## src/rtl/nmea_xtr_pkg.sv

```systemverilog
package nmea_xtr_pkg;

  localparam int REC_BYTES = 43;
  localparam int FNO_W     = 4;
  localparam int CNO_W     = 4;

  localparam logic [7:0] CH_DOLLAR = 8'h24;
  localparam logic [7:0] CH_COMMA  = 8'h2C;
  localparam logic [7:0] CH_STAR   = 8'h2A;
  localparam logic [7:0] CH_CR     = 8'h0D;

  typedef enum logic [1:0] {SK_NONE, SK_RMC, SK_GGA} sent_kind_e;
  typedef enum logic [1:0] {PH_WAIT, PH_ID, PH_FIELDS} phase_e;
  typedef enum logic [2:0] {
    IT_TIME, IT_LAT, IT_LATH, IT_LON, IT_LONH, IT_SPD, IT_DATE, IT_NONE
  } item_e;

  typedef struct packed {
    logic       hit;
    logic [5:0] off;
    logic [3:0] width;
  } slot_t;

  function automatic int cnt_w(int aw);
    return $clog2(((1 << aw) / REC_BYTES) + 1);
  endfunction

  // Identifier suffix match on the last three characters.
  function automatic sent_kind_e id_kind(logic [7:0] c2, logic [7:0] c1, logic [7:0] c0);
    if (c2 == 8'h52 && c1 == 8'h4D && c0 == 8'h43) return SK_RMC;
    if (c2 == 8'h47 && c1 == 8'h47 && c0 == 8'h41) return SK_GGA;
    return SK_NONE;
  endfunction

  // Which record item a field number carries, per sentence kind.
  function automatic item_e item_of(sent_kind_e k, logic [FNO_W-1:0] f);
    item_e it;
    it = IT_NONE;
    if (k == SK_RMC) begin
      case (f)
        4'd1: it = IT_TIME;
        4'd3: it = IT_LAT;
        4'd4: it = IT_LATH;
        4'd5: it = IT_LON;
        4'd6: it = IT_LONH;
        4'd7: it = IT_SPD;
        4'd9: it = IT_DATE;
        default: it = IT_NONE;
      endcase
    end else if (k == SK_GGA) begin
      case (f)
        4'd1: it = IT_TIME;
        4'd2: it = IT_LAT;
        4'd3: it = IT_LATH;
        4'd4: it = IT_LON;
        4'd5: it = IT_LONH;
        default: it = IT_NONE;
      endcase
    end
    return it;
  endfunction

  // Record layout: offset and width of each slot.
  function automatic slot_t slot_of(sent_kind_e k, logic [FNO_W-1:0] f);
    slot_t s;
    s = '{hit: 1'b1, off: 6'd0, width: 4'd0};
    case (item_of(k, f))
      IT_TIME: begin s.off = 6'd0;  s.width = 4'd10; end
      IT_LAT:  begin s.off = 6'd10; s.width = 4'd9;  end
      IT_LATH: begin s.off = 6'd19; s.width = 4'd1;  end
      IT_LON:  begin s.off = 6'd20; s.width = 4'd10; end
      IT_LONH: begin s.off = 6'd30; s.width = 4'd1;  end
      IT_SPD:  begin s.off = 6'd31; s.width = 4'd6;  end
      IT_DATE: begin s.off = 6'd37; s.width = 4'd6;  end
      default: s.hit = 1'b0;
    endcase
    return s;
  endfunction

endpackage

```

## src/rtl/nmea_tokenizer.sv

```systemverilog
module nmea_tokenizer
  import nmea_xtr_pkg::*;
(
  input  logic             clk,
  input  logic             rst_n,
  input  logic             in_valid,
  input  logic [7:0]       in_byte,
  output logic             ev_start,
  output logic             ev_hit,
  output logic             ev_char,
  output logic             ev_end,
  output logic             ev_seal,
  output sent_kind_e       kind,
  output sent_kind_e       hit_kind,
  output logic [FNO_W-1:0] field_no,
  output logic [CNO_W-1:0] char_no
);

  phase_e     phase;
  logic [7:0] c1, c2;
  logic       is_dollar, is_term, is_comma, is_plain;

  always_comb begin
    is_dollar = in_valid && (in_byte == CH_DOLLAR);
    is_term   = in_valid && (in_byte == CH_STAR || in_byte == CH_CR);
    is_comma  = in_valid && (in_byte == CH_COMMA);
    is_plain  = in_valid && !is_dollar && !is_term && !is_comma;
    hit_kind  = id_kind(c2, c1, in_byte);
    ev_start  = is_dollar;
    ev_end    = is_term;
    ev_seal   = is_term && (phase == PH_FIELDS);
    ev_hit    = is_plain && (phase == PH_ID) && (kind == SK_NONE) && (hit_kind != SK_NONE);
    ev_char   = is_plain && (phase == PH_FIELDS);
  end

  always_ff @(posedge clk or negedge rst_n) begin
    if (!rst_n) begin
      phase    <= PH_WAIT;
      kind     <= SK_NONE;
      c1       <= '0;
      c2       <= '0;
      field_no <= '0;
      char_no  <= '0;
    end else if (in_valid) begin
      if (is_dollar) begin
        phase    <= PH_ID;
        kind     <= SK_NONE;
        c1       <= '0;
        c2       <= '0;
        field_no <= '0;
        char_no  <= '0;
      end else if (is_term) begin
        phase <= PH_WAIT;
        kind  <= SK_NONE;
      end else begin
        case (phase)
          PH_ID: begin
            if (is_comma) begin
              phase    <= (kind != SK_NONE) ? PH_FIELDS : PH_WAIT;
              field_no <= FNO_W'(1);
              char_no  <= '0;
            end else begin
              c2 <= c1;
              c1 <= in_byte;
              if (ev_hit) kind <= hit_kind;
            end
          end
          PH_FIELDS: begin
            if (is_comma) begin
              if (field_no != '1) field_no <= field_no + FNO_W'(1);
              char_no <= '0;
            end else if (char_no != '1) begin
              char_no <= char_no + CNO_W'(1);
            end
          end
          default: ;
        endcase
      end
    end
  end

endmodule

```

## src/rtl/nmea_rec_store.sv

```systemverilog
module nmea_rec_store
  import nmea_xtr_pkg::*;
#(
  parameter int ADDR_W = 12
) (
  input  logic              clk,
  input  logic              rst_n,
  input  logic              stop_req,
  input  logic [7:0]        in_byte,
  input  logic              ev_start,
  input  logic              ev_hit,
  input  logic              ev_char,
  input  logic              ev_end,
  input  logic              ev_seal,
  input  sent_kind_e        kind,
  input  logic [FNO_W-1:0]  field_no,
  input  logic [CNO_W-1:0]  char_no,
  output logic              mem_we,
  output logic [ADDR_W-1:0] mem_addr,
  output logic [7:0]        mem_wdata,
  output logic              rec_valid,
  output logic [cnt_w(ADDR_W)-1:0] rec_count,
  output logic              got_fix,
  output logic              store_ok,
  output logic              rec_open
);

  localparam int DEPTH    = 1 << ADDR_W;
  localparam int MAX_RECS = DEPTH / REC_BYTES;
  localparam int CNT_W    = cnt_w(ADDR_W);

  logic [ADDR_W-1:0] rec_base;
  logic [ADDR_W-1:0] byte_addr;
  slot_t             slot;
  logic              room;

  always_comb begin
    slot      = slot_of(kind, field_no);
    room      = rec_count < CNT_W'(MAX_RECS);
    store_ok  = ev_char && rec_open && !stop_req && slot.hit &&
                (char_no < slot.width);
    byte_addr = rec_base + ADDR_W'(slot.off) + ADDR_W'(char_no);
  end

  always_ff @(posedge clk or negedge rst_n) begin
    if (!rst_n) begin
      mem_we    <= 1'b0;
      mem_addr  <= '0;
      mem_wdata <= '0;
      rec_valid <= 1'b0;
      rec_count <= '0;
      rec_base  <= '0;
      rec_open  <= 1'b0;
      got_fix   <= 1'b0;
    end else begin
      mem_we    <= store_ok;
      rec_valid <= 1'b0;
      if (store_ok) begin
        mem_addr  <= byte_addr;
        mem_wdata <= in_byte;
      end
      if (ev_hit) got_fix <= 1'b1;
      if (stop_req) begin
        rec_open <= 1'b0;
      end else if (ev_seal && rec_open) begin
        rec_base  <= rec_base + ADDR_W'(REC_BYTES);
        rec_count <= rec_count + CNT_W'(1);
        rec_valid <= 1'b1;
        rec_open  <= 1'b0;
      end else if (ev_end || ev_start) begin
        rec_open <= 1'b0;
      end else if (ev_hit && room) begin
        rec_open <= 1'b1;
      end
    end
  end

endmodule

```

## src/rtl/nmea_field_extractor.sv

```systemverilog
module nmea_field_extractor
  import nmea_xtr_pkg::*;
#(
  parameter int ADDR_W = 12
) (
  input  logic              clk,
  input  logic              rst_n,
  input  logic              in_valid,
  input  logic [7:0]        in_byte,
  input  logic              stop_req,
  output logic              mem_we,
  output logic [ADDR_W-1:0] mem_addr,
  output logic [7:0]        mem_wdata,
  output logic              rec_valid,
  output logic [nmea_xtr_pkg::cnt_w(ADDR_W)-1:0] rec_count,
  output logic              got_fix
);

  logic             ev_start, ev_hit, ev_char, ev_end, ev_seal;
  sent_kind_e       kind, hit_kind;
  logic [FNO_W-1:0] field_no;
  logic [CNO_W-1:0] char_no;
  logic             store_ok, rec_open;

  nmea_tokenizer u_tok (
    .clk      (clk),
    .rst_n    (rst_n),
    .in_valid (in_valid),
    .in_byte  (in_byte),
    .ev_start (ev_start),
    .ev_hit   (ev_hit),
    .ev_char  (ev_char),
    .ev_end   (ev_end),
    .ev_seal  (ev_seal),
    .kind     (kind),
    .hit_kind (hit_kind),
    .field_no (field_no),
    .char_no  (char_no)
  );

  nmea_rec_store #(.ADDR_W(ADDR_W)) u_store (
    .clk       (clk),
    .rst_n     (rst_n),
    .stop_req  (stop_req),
    .in_byte   (in_byte),
    .ev_start  (ev_start),
    .ev_hit    (ev_hit),
    .ev_char   (ev_char),
    .ev_end    (ev_end),
    .ev_seal   (ev_seal),
    .kind      (kind),
    .field_no  (field_no),
    .char_no   (char_no),
    .mem_we    (mem_we),
    .mem_addr  (mem_addr),
    .mem_wdata (mem_wdata),
    .rec_valid (rec_valid),
    .rec_count (rec_count),
    .got_fix   (got_fix),
    .store_ok  (store_ok),
    .rec_open  (rec_open)
  );

endmodule

```

## config.mk

```make
export PLATFORM = sky130hd
export DESIGN_NAME = nmea_field_extractor
export DESIGN_NICKNAME = d
export VERILOG_FILES = /design/src/rtl/nmea_xtr_pkg.sv /design/src/rtl/nmea_tokenizer.sv /design/src/rtl/nmea_rec_store.sv /design/src/rtl/nmea_field_extractor.sv
export SDC_FILE = /design/constraint.sdc
export NUM_CORES = 1
export LEC_CHECK = 0
export BUFFER_PORTS_ARGS = -buffer_cell sky130_fd_sc_hd__buf_2
export CORE_MARGIN = 1
export CORE_UTILIZATION = 40
export CTS_BUF_LIST = sky130_fd_sc_hd__clkbuf_16
export DETAILED_ROUTE_END_ITERATION = 8
export SYNTH_ARGS = -nofsm -noshare
export SYNTH_HDL_FRONTEND = slang
export SYNTH_SLANG_ARGS = --single-unit
```

## constraint.sdc

```tcl
create_clock -name clk -period 4.7 [get_ports clk]
set_input_delay 0.705 -clock clk [delete_from_list [all_inputs] [get_ports clk]]
set_output_delay 0.705 -clock clk [all_outputs]
set_load 0.005 [all_outputs]
```

==> out/metrics.sh <==
CP_DATA_REQUIRED_TIME_NS=4.91
FINAL_LAYOUT_SIZE_SUFFIX_GT1_SHARE_PCT=16.1
DIE_AREA_MM2=0.0122
SYNTHESIS.INSTANCES=504
NUMCTSBUFFERS=9
PLACEDINSTANCEAREA_MM2=0.00504
SYN_NETS=541
SWITCHINGPOWER_uW=709
SYNTH.FF_LATCH_COUNT=71
FINISH.NET_COUNT=573
TIMING_WORST_SETUP_PATH_TYPE='reg -> reg'
LAYOUT_COMMONEST_CELL='sky130_fd_sc_hd__dfrtp_1'
LAYOUT_COMMON_CELLS='71 x sky130_fd_sc_hd__dfrtp_1, 53 x sky130_fd_sc_hd__nand2_1, 40 x sky130_fd_sc_hd__buf_2, 29 x sky130_fd_sc_hd__a21oi_1, 27 x sky130_fd_sc_hd__o211ai_1'
CTSROOTBUFFERMASTER='sky130_fd_sc_hd__clkbuf_16'
START_UTIL_PCT=41.1
DRV_CAP=0
TOTAL_NUMBER_OF_VIAS=3962
ROWS=39
MET2_USAGE_PCT=27.8
GRT_ANTENNA_BEFORE_REPAIR=0
TIMING.HOLD.WS_NS=0.480
DIE_HEIGHT_UM=111
SYNTH.AVG_CELL_AREA_UM2=9.35
MAXSLEWHEADROOM_PCT=14.6
SETUP_REPAIR_AFTER_GLOBAL_ROUTING_MISSED_ITS_MARGIN='yes'
SYNTH_SEQUENTIAL_AREA_RATIO_PCT=37.7
GRT_FIRST_PASS_WIRELENGTH_UM=18700
GLOBAL_ROUTE.OVERFLOW_TOTAL=0
IO_PINS=42
DRTANTENNAVIOLNETS=0
DIE_X_UM=111
TOP_USAGE_LAYER='met2'
MIN_PATH_TYPE='reg -> reg'
CRITICAL_PATH.REG2REG.STARTPOINT='u_tok.field_no[0]'
SYNTH_AREA_MM2=0.00471
ROUTED_VIA_DENSITY=5.79
SUMMED_AREA_OF_NON_FILLER_CELLS_IN_THE_FINAL_LAYOUT_MM2=0.00537
SETUP_VIOL=0
WORST_SETUP_HOLD_PATH_CLK_SLEW_NS=0.06
GLOBALROUTEMET1UTIL_PCT=26.9
NUMBER_OF_VIOLATIONS_REPORTED_AT_THE_END_OF_DETAILED_ROUTING_ITERATION_0=294
PORT_BUFFERS=41
COREAREA_MM2=0.0115
NUM_ANTENNA_CELLS=0
YOSYS.CELL_TYPES.COUNT=72
POWER.CLOCK.FRACTION_PCT=34.7
ASYNCSETRESETFLOPFRACSYNTH_PCT=100
MIN_FROM='u_store.got_fix'
MIN_PERIOD_NS=4.44
ROUTE.DETAILED.WL_PER_INST_UM=16.2
GRT_UTIL_ALL_LAYERS_PCT=18.5
POWER_DENSITY_mW_PER_MM2=385
SEQUENTIAL_SHARE_OF_POWER_PCT=34.7
SLEW_VIOL_FINAL=0
SW_FRAC_OF_TOTAL_PCT=34.3
SYNTH_ENABLE_FLOP_CELLS=0
CLOCK_SINKS=71
YOSYSWARNINGS=0
ROUTE.FINAL.WIRE_LENGTH_UM=11100
CLOCK-SKEW-FINAL_NS=0.00345
DETAILED_PLACEMENT_WIRELENGTH_ESTIMATE_UM=7540
TOTAL_DRC_ERRORS_IN_THE_ROUTED_LAYOUT=0
LARGEST_NET_DEGREE_AT_THE_START_OF_GLOBAL_ROUTING=72
WORSTSKEWPAIRLATENCY_NS=0.33
GRT_PASS1_VIAS=3710
PLACE_CONGESTION=0.829
CRITPATHLAUNCH='u_tok.field_no[0]'
TIMING.CRITICAL_PATH.FANOUT_MAX=9
STATUS='finished clean'
TIMING_WORST_SLEW_PIN_VALUE_NS=1.28
CTS_MAX_LEVEL=3
INTPOWER_uW=1360
FIRST_DRT_PASS_ITERATION_COUNT=4
CTS.PATH.MAX_BUFFERS=2
FINAL_MIN_PERIOD_OVER_CLOCK_PERIOD_PCT=94.5
FINALHOLDVIOLCOUNT=0
PEAKVDDDROP_uV=202
CTS_TREE='yes'
SYN_TO_FINAL_GROWTH_PCT=13.9
USE_MET3_PCT=3.40
WORSTPATHARRIVAL_NS=4.65
CRITICAL_PATH.STARTPOINT_TYPE='flip-flop'
COMB_POWER_SHARE_PCT=30.6
MAX_CLOCK_FREQ_MHz=225
SETUP.WORST_PATH.END_CLASS='flip-flop'
SYNTH_FLOP_CELL='sky130_fd_sc_hd__dfrtp_1'
CELLLEAKAGEPOWER_uW=0.00216
==> power groups by stage <==
stage               Clock [uW]  Sequential [uW]  Combinational, uW
floorplan                    0              705                512
global placement             0              724                610
detailed placement           0              727                630
CTS                        732              716                631
global route               756              726                708
finish                     717              717                633
==> final timing paths <==
path / depth (start not counted) / slack, ns / endpoint
hold reg to reg: 1 / 0.48 / u_store.got_fix
hold / removal: 1 / 0.48 / u_store.got_fix
max in group asynchronous: 1 / 3.59 / u_store.rec_base[3]
min in group asynchronous: 1 / 0.51 / u_store.mem_wdata[2]
setup / recovery: 16 / 0.26 / u_store.mem_addr[10]
setup reg to reg: 16 / 0.26 / u_store.mem_addr[10]
==> logic make-up after synthesis <==
| group | after synthesis | synth area share, % |
|---|---|---|
| flip-flops | 71 | 37.7 |
| multiplexers | 7 | 1.62 |
| buffers and inverters | 52 | 4.78 |
| XOR/XNOR | 26 | 4.99 |
| AO/OA/AOI/OAI | 133 | 20.8 |
| adder cells (fa/ha/maj) | 25 | 7.43 |
| AND/OR/NAND/NOR | 190 | 22.7 |
==> routing by layer <==
layer  wire length [um]  part of all wire [%]
met1               5560                    50
met2               4910                    44
met4                120                   1.1
met3                466                   4.2
met5                  0                     0
==> per-stage QoR <==
stage | setup slack [ns] | std cells | total power (uW) | utilization [%] | setup TNS (ns)
after floorplan | 0.341 | 504 | 1220 | - | 0
after global routing | -0.0120 | 684 | 2190 | 46.8 | -0.0120
after detailed placement | 0.172 | 668 | 1360 | 43.9 | 0
after CTS | 0.146 | 684 | 2080 | 46.6 | 0
final | 0.257 | 684 | 2070 | 46.8 | 0
after global placement | 0.332 | 668 | 1330 | 43.9 | 0
==> repair_timing <==
item                                    in CTS  in global routing
buffers inserted                             0                  0
hold buffers                                 0                  0
gates resized for setup                      0                  4
hold endpoints to repair                     0                  0
endpoints found under the setup margin       0                  5
==> flip-flops by register name, summed over array words and instances, names as in the netlist, 2 cells and up <==
signal,cells
u_store.mem_addr,12
u_store.rec_base,12
u_store.mem_wdata,8
u_tok.c1,8
u_tok.c2,8
u_store.rec_count,7
u_tok.char_no,4
u_tok.field_no,4
u_tok.kind,2
u_tok.phase,2
==> layout make-up <==
class,instances,area (um^2)
sequential,71,1780
fill,1076,6100
tap,143,179
inverter,23,86.3
clock buffer,9,225
clock inverter,7,80.1
timing repair buffer,50,275
multi-input combinational,381,2750
==> Yosys cell counts (2+ instances only) <==
master	count	share of area, %
sky130_fd_sc_hd__buf_2	6	0.64
sky130_fd_sc_hd__mux2i_1	2	0.42
sky130_fd_sc_hd__a211oi_1	4	0.64
sky130_fd_sc_hd__a21boi_0	2	0.32
sky130_fd_sc_hd__nand2_1	53	4.2
sky130_fd_sc_hd__o311ai_0	2	0.37
sky130_fd_sc_hd__o21a_1	5	0.80
sky130_fd_sc_hd__o211ai_1	27	4.3
sky130_fd_sc_hd__a32o_1	3	0.64
sky130_fd_sc_hd__nand4b_1	3	0.56
sky130_fd_sc_hd__xor2_1	6	1.1
sky130_fd_sc_hd__and3_1	2	0.27
sky130_fd_sc_hd__and2_1	3	0.40
sky130_fd_sc_hd__nand2b_1	7	0.93
sky130_fd_sc_hd__a31oi_2	2	0.53
sky130_fd_sc_hd__a22o_1	5	0.93
sky130_fd_sc_hd__a221oi_1	10	1.9
sky130_fd_sc_hd__nor4b_1	3	0.56
sky130_fd_sc_hd__a21o_1	6	0.96
sky130_fd_sc_hd__dfrtp_1	71	38
sky130_fd_sc_hd__a21oi_1	30	3.2
sky130_fd_sc_hd__ha_1	20	5.3
sky130_fd_sc_hd__clkbuf_1	17	1.4
sky130_fd_sc_hd__nand3_1	21	2.2
sky130_fd_sc_hd__nor3b_1	19	3.0
sky130_fd_sc_hd__o21ai_0	14	1.5
sky130_fd_sc_hd__nor2b_1	3	0.40
sky130_fd_sc_hd__a2111oi_0	3	0.56
sky130_fd_sc_hd__xnor2_1	19	3.5
sky130_fd_sc_hd__nand4_1	5	0.66
sky130_fd_sc_hd__o2bb2ai_1	2	0.37
sky130_fd_sc_hd__nor3_1	24	2.5
sky130_fd_sc_hd__mux2_2	5	1.2
sky130_fd_sc_hd__or3_1	6	0.80
sky130_fd_sc_hd__fa_1	5	2.1
sky130_fd_sc_hd__inv_1	23	1.8
sky130_fd_sc_hd__nor2_1	19	1.5
sky130_fd_sc_hd__or4b_1	10	2.1
sky130_fd_sc_hd__buf_4	4	0.64
==> critical path, stage by stage (launching register included) <==
cell and delay [ns]:
sky130_fd_sc_hd__dfrtp_1 0.43, sky130_fd_sc_hd__ha_1 0.32, sky130_fd_sc_hd__or3_1 0.37, sky130_fd_sc_hd__o32a_1 0.17, sky130_fd_sc_hd__o21ai_2 0.15, sky130_fd_sc_hd__buf_4 0.20
sky130_fd_sc_hd__nor2_1 0.07, sky130_fd_sc_hd__xnor2_1 0.18, sky130_fd_sc_hd__fa_1 0.49, sky130_fd_sc_hd__ha_1 0.33, sky130_fd_sc_hd__a211oi_1 0.23, sky130_fd_sc_hd__o21bai_1 0.20
sky130_fd_sc_hd__a311o_1 0.44, sky130_fd_sc_hd__a211oi_2 0.29, sky130_fd_sc_hd__nor3_1 0.08, sky130_fd_sc_hd__a221oi_1 0.28, sky130_fd_sc_hd__nand2_1 0.08
Power figures use the tool's default switching activity.
